<file path="config.mk">
export PLATFORM = sky130hd
export DESIGN_NAME = stim_wslave
export DESIGN_NICKNAME = d
export VERILOG_FILES = /design/src/rtl/stim_pkg.sv /design/src/rtl/stim_aw_cap.sv /design/src/rtl/stim_w_cap.sv /design/src/rtl/stim_rd_resp.sv /design/src/rtl/stim_wslave.sv
export SDC_FILE = /design/constraint.sdc
export NUM_CORES = 1
export LEC_CHECK = 0
export BUFFER_PORTS_ARGS = -buffer_cell sky130_fd_sc_hd__buf_2
export CAP_MARGIN = 20
export CELL_PAD_IN_SITES_DETAIL_PLACEMENT = 0
export CELL_PAD_IN_SITES_GLOBAL_PLACEMENT = 1
export CORE_ASPECT_RATIO = 1.1
export CORE_MARGIN = 10
export CORE_UTILIZATION = 32
export DETAILED_ROUTE_END_ITERATION = 7
export HOLD_SLACK_MARGIN = 0.02
export PLACE_DENSITY = 0.87
export SLEW_MARGIN = 5
export SYNTH_ARGS = -nofsm -noshare
export SYNTH_HDL_FRONTEND = slang
export SYNTH_SLANG_ARGS = --single-unit
</file>
<file path="constraint.sdc">
create_clock -name clk -period 3.25 [get_ports clk]
set_input_delay 0.325 -clock clk [delete_from_list [all_inputs] [get_ports clk]]
set_output_delay 0.325 -clock clk [all_outputs]
set_load 0.02 [all_outputs]
</file>
<file path="src/rtl/stim_pkg.sv">
package stim_pkg;
  localparam int MID_W  = 6;
  localparam int CHAN_W = 16;
  localparam int OFFS_W = 8;
  localparam int CHAN_LO = 8;
  localparam int CHAN_HI = 23;
  localparam int OFFS_HI = 7;
  localparam logic [1:0] RESP_OKAY = 2'b00;

  // master field: requester upper nibble followed by core index
  function automatic logic [MID_W-1:0] map_mid(input logic [3:0] hi, input logic [1:0] core);
    return {hi, core};
  endfunction

  function automatic logic [CHAN_W-1:0] addr_chan(input logic [CHAN_HI:0] a);
    return a[CHAN_HI:CHAN_LO];
  endfunction

  function automatic logic [OFFS_W-1:0] addr_offs(input logic [CHAN_HI:0] a);
    return a[OFFS_HI:0];
  endfunction
endpackage

</file>
<file path="src/rtl/stim_aw_cap.sv">
module stim_aw_cap import stim_pkg::*; #(
  parameter int ADDR_W = 32,
  parameter int SRC_W  = 10
) (
  input  logic              clk,
  input  logic              rst_n,
  input  logic              valid,
  input  logic [ADDR_W-1:0] addr,
  input  logic [SRC_W-1:0]  src,
  input  logic              block,
  input  logic              clr,
  output logic              ready,
  output logic              full,
  output logic [MID_W-1:0]  mid_q,
  output logic [CHAN_W-1:0] chan_q,
  output logic [OFFS_W-1:0] offs_q
);
  localparam int MID_TOP = SRC_W - 1;
  localparam int MID_BOT = SRC_W - 4;

  logic take;
  logic unused_bits;

  assign ready = ~full & ~block;
  assign take  = valid & ready;
  assign unused_bits = ^{addr[ADDR_W-1:CHAN_HI+1], src[MID_BOT-1:2]};

  always_ff @(posedge clk) begin
    if (!rst_n) begin
      full   <= 1'b0;
      mid_q  <= '0;
      chan_q <= '0;
      offs_q <= '0;
    end else if (take) begin
      full   <= 1'b1;
      mid_q  <= map_mid(src[MID_TOP:MID_BOT], src[1:0]);
      chan_q <= addr_chan(addr[CHAN_HI:0]);
      offs_q <= addr_offs(addr[CHAN_HI:0]);
    end else if (clr) begin
      full <= 1'b0;
    end
  end
endmodule

</file>
<file path="src/rtl/stim_w_cap.sv">
module stim_w_cap #(
  parameter int DATA_W = 32,
  localparam int STRB_W = DATA_W / 8
) (
  input  logic              clk,
  input  logic              rst_n,
  input  logic              valid,
  input  logic [DATA_W-1:0] data,
  input  logic [STRB_W-1:0] strb,
  input  logic              block,
  input  logic              clr,
  output logic              ready,
  output logic              full,
  output logic [DATA_W-1:0] data_q,
  output logic [STRB_W-1:0] strb_q
);
  logic take;

  assign ready = ~full & ~block;
  assign take  = valid & ready;

  always_ff @(posedge clk) begin
    if (!rst_n) begin
      full   <= 1'b0;
      data_q <= '0;
      strb_q <= '0;
    end else if (take) begin
      full   <= 1'b1;
      data_q <= data;
      strb_q <= strb;
    end else if (clr) begin
      full <= 1'b0;
    end
  end
endmodule

</file>
<file path="src/rtl/stim_rd_resp.sv">
module stim_rd_resp (
  input  logic clk,
  input  logic rst_n,
  input  logic arvalid,
  input  logic rready,
  output logic arready,
  output logic rvalid
);
  assign arready = ~rvalid | rready;

  always_ff @(posedge clk) begin
    if (!rst_n)                 rvalid <= 1'b0;
    else if (arvalid & arready) rvalid <= 1'b1;
    else if (rready)            rvalid <= 1'b0;
  end
endmodule

</file>
<file path="src/rtl/stim_wslave.sv">
module stim_wslave import stim_pkg::*; #(
  parameter int ADDR_W = 32,
  parameter int SRC_W  = 10,
  parameter int DATA_W = 32,
  localparam int STRB_W = DATA_W / 8
) (
  input  logic              clk,
  input  logic              rst_n,
  input  logic              s_awvalid,
  output logic              s_awready,
  input  logic [ADDR_W-1:0] s_awaddr,
  input  logic [SRC_W-1:0]  s_awsrc,
  input  logic              s_wvalid,
  output logic              s_wready,
  input  logic [DATA_W-1:0] s_wdata,
  input  logic [STRB_W-1:0] s_wstrb,
  output logic              s_bvalid,
  input  logic              s_bready,
  output logic [1:0]        s_bresp,
  input  logic              s_arvalid,
  output logic              s_arready,
  output logic              s_rvalid,
  input  logic              s_rready,
  output logic [DATA_W-1:0] s_rdata,
  output logic [1:0]        s_rresp,
  output logic              rec_valid,
  input  logic              rec_ready,
  output logic [MID_W-1:0]  rec_mid,
  output logic [CHAN_W-1:0] rec_chan,
  output logic [OFFS_W-1:0] rec_offs,
  output logic [DATA_W-1:0] rec_data,
  output logic [STRB_W-1:0] rec_strb
);
  logic aw_full, w_full;
  logic rec_fire;
  logic b_pend;

  assign rec_valid = aw_full & w_full;
  assign rec_fire  = rec_valid & rec_ready;

  stim_aw_cap #(.ADDR_W(ADDR_W), .SRC_W(SRC_W)) u_aw (
    .clk(clk), .rst_n(rst_n), .valid(s_awvalid), .addr(s_awaddr), .src(s_awsrc),
    .block(b_pend), .clr(rec_fire), .ready(s_awready), .full(aw_full),
    .mid_q(rec_mid), .chan_q(rec_chan), .offs_q(rec_offs)
  );

  stim_w_cap #(.DATA_W(DATA_W)) u_w (
    .clk(clk), .rst_n(rst_n), .valid(s_wvalid), .data(s_wdata), .strb(s_wstrb),
    .block(b_pend), .clr(rec_fire), .ready(s_wready), .full(w_full),
    .data_q(rec_data), .strb_q(rec_strb)
  );

  stim_rd_resp u_rd (
    .clk(clk), .rst_n(rst_n), .arvalid(s_arvalid), .rready(s_rready),
    .arready(s_arready), .rvalid(s_rvalid)
  );

  always_ff @(posedge clk) begin
    if (!rst_n)        b_pend <= 1'b0;
    else if (rec_fire) b_pend <= 1'b1;
    else if (s_bready) b_pend <= 1'b0;
  end

  assign s_bvalid = b_pend;
  assign s_bresp  = RESP_OKAY;
  assign s_rdata  = '0;
  assign s_rresp  = RESP_OKAY;
endmodule

</file>
-- After elaboration in Yosys (flattened, before gate mapping)
Cells that the tools add are included.
W data, S select, Z words.
- input bits: 86
- register bits: 70
- word-level logic and storage cells: 32
- output and inout bits: 108
- reductions and logical operators: 4
- multiplexer cells: 7
- bitwise logic cells: 12
- operators by type and width (kind ; number):
    $reduce_bool A2 Y1 ; 4
    $and A1 B1 Y1 ; 7
    $mux W1 ; 7
    $not A1 Y1 ; 4
    $or A1 B1 Y1 ; 1

-- Longest topological paths before layout
- depth after elaboration: 4
- mapped depth: 5
- gate-level depth less buffers: 2

-- Hierarchy
A second synthesis with hierarchy kept.
- cell total of the unflattened synthesis: 342
- area total of the unflattened synthesis: 3145.5 um^2
- modules (own cells, without submodules) (module ; times used ; area each (um^2) ; sequential area each (um^2) ; cells each):
    stim_w_cap ; 1 ; 1511.4 ; 740.7 ; 161
    stim_aw_cap ; 1 ; 1258.7 ; 620.6 ; 135
    stim_wslave ; 1 ; 326.6 ; 20.0 ; 42
    stim_rd_resp ; 1 ; 48.8 ; 20.0 ; 4

-- Worst setup path before layout
Ideal clock, no wire load.
- path kind: register -> register
- start point: register b_pend (netlist: s_bvalid)
- end point: register u_aw.chan_q[0]
- arrival time: 1151 ps
- period minus slack after synthesis: 1223 ps
- path slack: 2027 ps
- library setup time: 72 ps
- data required time: 3178 ps
- path buffers: 1
- cell stages (with the launch flop): 4
- cells stage by stage: dfxtp_1 > nor3b_4 > buf_8 > mux2i_1
- longest elaborated chain between the ends: 3
- RTL lines (what ; line ; text):
    from (decl) ; stim_wslave.sv:36 ; logic b_pend;
    from (signal assigned) ; stim_wslave.sv:59 ; if (!rst_n) b_pend <= 1'b0;
    from (signal assigned) ; stim_wslave.sv:60 ; else if (rec_fire) b_pend <= 1'b1;
    from (signal assigned) ; stim_wslave.sv:61 ; else if (s_bready) b_pend <= 1'b0;
    $not A1 Y1 ; stim_aw_cap.sv:24 ; assign ready = ~full & ~block;
    $and A1 B1 Y1 ; stim_aw_cap.sv:24 ;
    $and A1 B1 Y1 ; stim_aw_cap.sv:25 ; assign take = valid & ready;
    to (signal assigned) ; stim_aw_cap.sv:37 ; chan_q <= addr_chan(addr[CHAN_HI:0]);
    to (decl) ; stim_aw_cap.sv:15 ; output logic [CHAN_W-1:0] chan_q,
No other way between the ends.
A chain may end at the register's enable or synchronous reset.

-- Worst setup path after layout
- start point: register b_pend (netlist: s_bvalid)
- end point: register u_aw.chan_q[15]
The elaborated chain is that of the path after synthesis.

==> results.py <==
metrics = {
    "timing": {
        "tns_ns": 0,
        "rsz0062_at_grt": "no",
        "fin_worst_skew_ns": 0.0111,
        "clock.fmax_ghz": 0.651,
        "slew_headroom_pct": 58.0,
        "hold_viol": 0,
        "fin_crit_ns": 1.54,
        "worst_slew_pin_slew_ns": 0.631,
        "setup_slack_ns": 1.71,
        "maxSlewViolCount": 0,
        "fin_crit_sh_pct": 47.2,
        "setup_violations": 0,
    },
    "grt": {
        "grt_overflow": 0,
        "grt_pass1_wl_um": 13200,
        "antenna_found_initial": 0,
        "grt_pass1_vias": 2713,
        "grt_max_degree": 72,
        "grtUsageTotal_pct": 11.5,
    },
    "clocking": {
        "clk_pin_slew_worst_paths_ns": 0.08,
        "postCtsResizedCells": 0,
        "clockBufferDepth": 2,
        "cts_hold_buf": 0,
        "clock_latency_ns": 0.34,
        "htree_levels": 3,
        "clockRootBuffer": "clkbuf_8",
        "numCtsBuffers": 9,
        "post_cts_buffers": 0,
        "cts.sinks": 70,
        "cts_tree": "done",
    },
    "hold_path": {
        "hold_path_class": "in -> reg",
    },
    "worst_setup_path": {
        "arrival_ns": 1.81,
        "path_class": "reg -> reg",
        "end_kind": "register",
        "crit_required_ns": 3.52,
        "worstPathMaxFanout": 28,
        "critPathLaunchType": "register",
    },
    "drt": {
        "drt_iter0_markers": 107,
        "top_layer_used": "met4",
        "firstDrtPassIters": 4,
        "met2_length_um": 4030,
        "via_per_inst": 4.24,
        "vias": 2543,
        "drc": 0,
        "drt_wl_total_um": 8190,
        "m1WireLength_um": 3280,
        "wl_met3_um": 729,
        "final_antenna_net_count": 0,
        "wl_per_cell_um": 13.6,
    },
    "logic_synthesis": {
        "synthTopCellsByArea": "dfxtp_1, mux2i_1, nand2_1, buf_4, buf_6",
        "yosysSeqAreaShare_pct": 45.1,
        "yosysTopAreaCellShare_pct": 45.1,
        "synth_ff_type": "dfxtp_1",
        "synth_edf_count": 0,
        "netlist_instances": 342,
        "async_reset_ff_share_pct": 0,
        "yosys_warnings": 0,
        "yosys.area.top_type": "dfxtp_1",
        "synth_common_cells": "nand2_1, dfxtp_1, mux2i_1",
        "yosysUniqueCellTypes": 22,
        "synth.most_common_cell": "nand2_1",
        "syn_area_um2": 3110,
        "syn_area_per_cell_um2": 9.08,
        "synth-seq-cells": 70,
    },
    "pwr": {
        "intPower_w": 0.00156,
        "ir_drop_v": 0.000228,
        "power.share.clock_pct": 38.3,
        "p_leak_nw": 2.05,
        "powerDensity_nw_per_um2": 547,
        "p_switching_w": 0.000609,
        "power_w": 0.00217,
        "combPwrFrac_pct": 17.9,
        "swShare_pct": 28.1,
        "p_seq_share_pct": 43.8,
    },
    "floorplanning": {
        "die_w_um": 114,
        "core.rowCount": 37,
        "core-area_um2": 9400,
        "start_util_pct": 33.1,
        "ios": 194,
        "die_h_um": 123,
        "die_area_um2": 14100,
    },
    "layout": {
        "drive_gt1_share_pct": 34.6,
        "antenna_cells": 0,
        "design_area_um2": 3970,
        "final-seq-area_um2": 1400,
        "n_fill_cell": 959,
        "syn_to_final_growth_pct": 27.7,
        "multiInputGateArea_um2": 1410,
        "nets": 564,
        "final_util_pct": 42.2,
    },
    "placement": {
        "gp_congestion": 0.750,
        "portBuffers": 145,
        "placedInstanceArea_um2": 3720,
        "dpl_worst_slack_ns": 1.68,
        "dp_hpwl_um": 6330,
    },
    "flow_run": {
        "cap_violations": 0,
    },
    "run_status": {
        "status": "finished clean",
    },
}
==> path summary, 6_finish.rpt <==
path | startpoint | end | slack (ns) | cells after the start
hold / removal | s_awaddr[12] | u_aw.chan_q[4]$_SDFFE_PN0P_ | 0.22 | 3
hold reg to reg | u_w.data_q[7]$_SDFFE_PN0P_ | u_w.data_q[7]$_SDFFE_PN0P_ | 0.45 | 2
setup reg to reg | s_bvalid$_SDFFE_PN0P_ | u_aw.chan_q[15]$_SDFFE_PN0P_ | 1.71 | 3
setup / recovery | s_bvalid$_SDFFE_PN0P_ | u_aw.chan_q[15]$_SDFFE_PN0P_ | 1.71 | 3
==> final cells by class <==
cell class,instances,share of cell area [%]
timing repair buffer,148,19.2
clock buffer,12,4.16
sequential,70,35.3
multi-input combinational,248,35.6
tap,117,3.69
inverter,1,0.0946
clock inverter,4,1.92
==> per-stage QoR <==
step	hold slack, ns	std cells
after floorplan	0.464	377
after global placement	0.439	584
after detailed placement	0.445	584
after CTS	0.195	600
after global routing	0.191	600
final	0.218	600
==> sequential cells by signal, indices dropped and copies added, names as in the netlist <==
register / flops
s_bvalid: 1
u_aw.chan_q: 16
u_aw.full: 1
u_aw.mid_q: 6
u_aw.offs_q: 8
u_rd.rvalid: 1
u_w.data_q: 32
u_w.full: 1
u_w.strb_q: 4
==> layer usage <==
metal	vias to the layer above	GRT usage, %
met5	-	0
met4	0	4.86
met3	12	5.23
met2	103	19.4
met1	1139	12.2
li1	1289	-
==> cells by family after synthesis <==
group / count (synthesis) / share of synthesized area [%]
buffers and inverters: 59 / 13.9
other: 1 / 0.121
DFF: 70 / 45.1
and+or+nand+nor: 141 / 18.3
AOI/OAI and AO/OA: 5 / 1.29
muxes: 66 / 21.3
==> critical path, stage by stage, from the launching register on <==
cell,delay [ns]
dfxtp_1,0.41
nor3b_4,0.32
buf_4,0.46
mux2i_1,0.25
==> placed cells by master, fill, tap and decap left out, drive strengths merged, types with 2 or more instances in the layout <==
master,count
bufinv,2
mux2i,66
a21boi,3
nand2,132
inv,2
dfxtp,70
clkbuf,12
nor2,2
nor3b,2
conb,36
buf,148
==> power by group through the flow <==
stage	logic [W]	registers (W)	clock network (W)
after floorplan	0.000231	0.00104	0
after global placement	0.000387	0.000966	0
after detailed placement	0.000394	0.000970	0
after CTS	0.000395	0.000951	0.000867
after global routing	0.000428	0.000959	0.000914
final	0.000388	0.000950	0.000831
No activity file was read; power rests on OpenSTA's default activity.
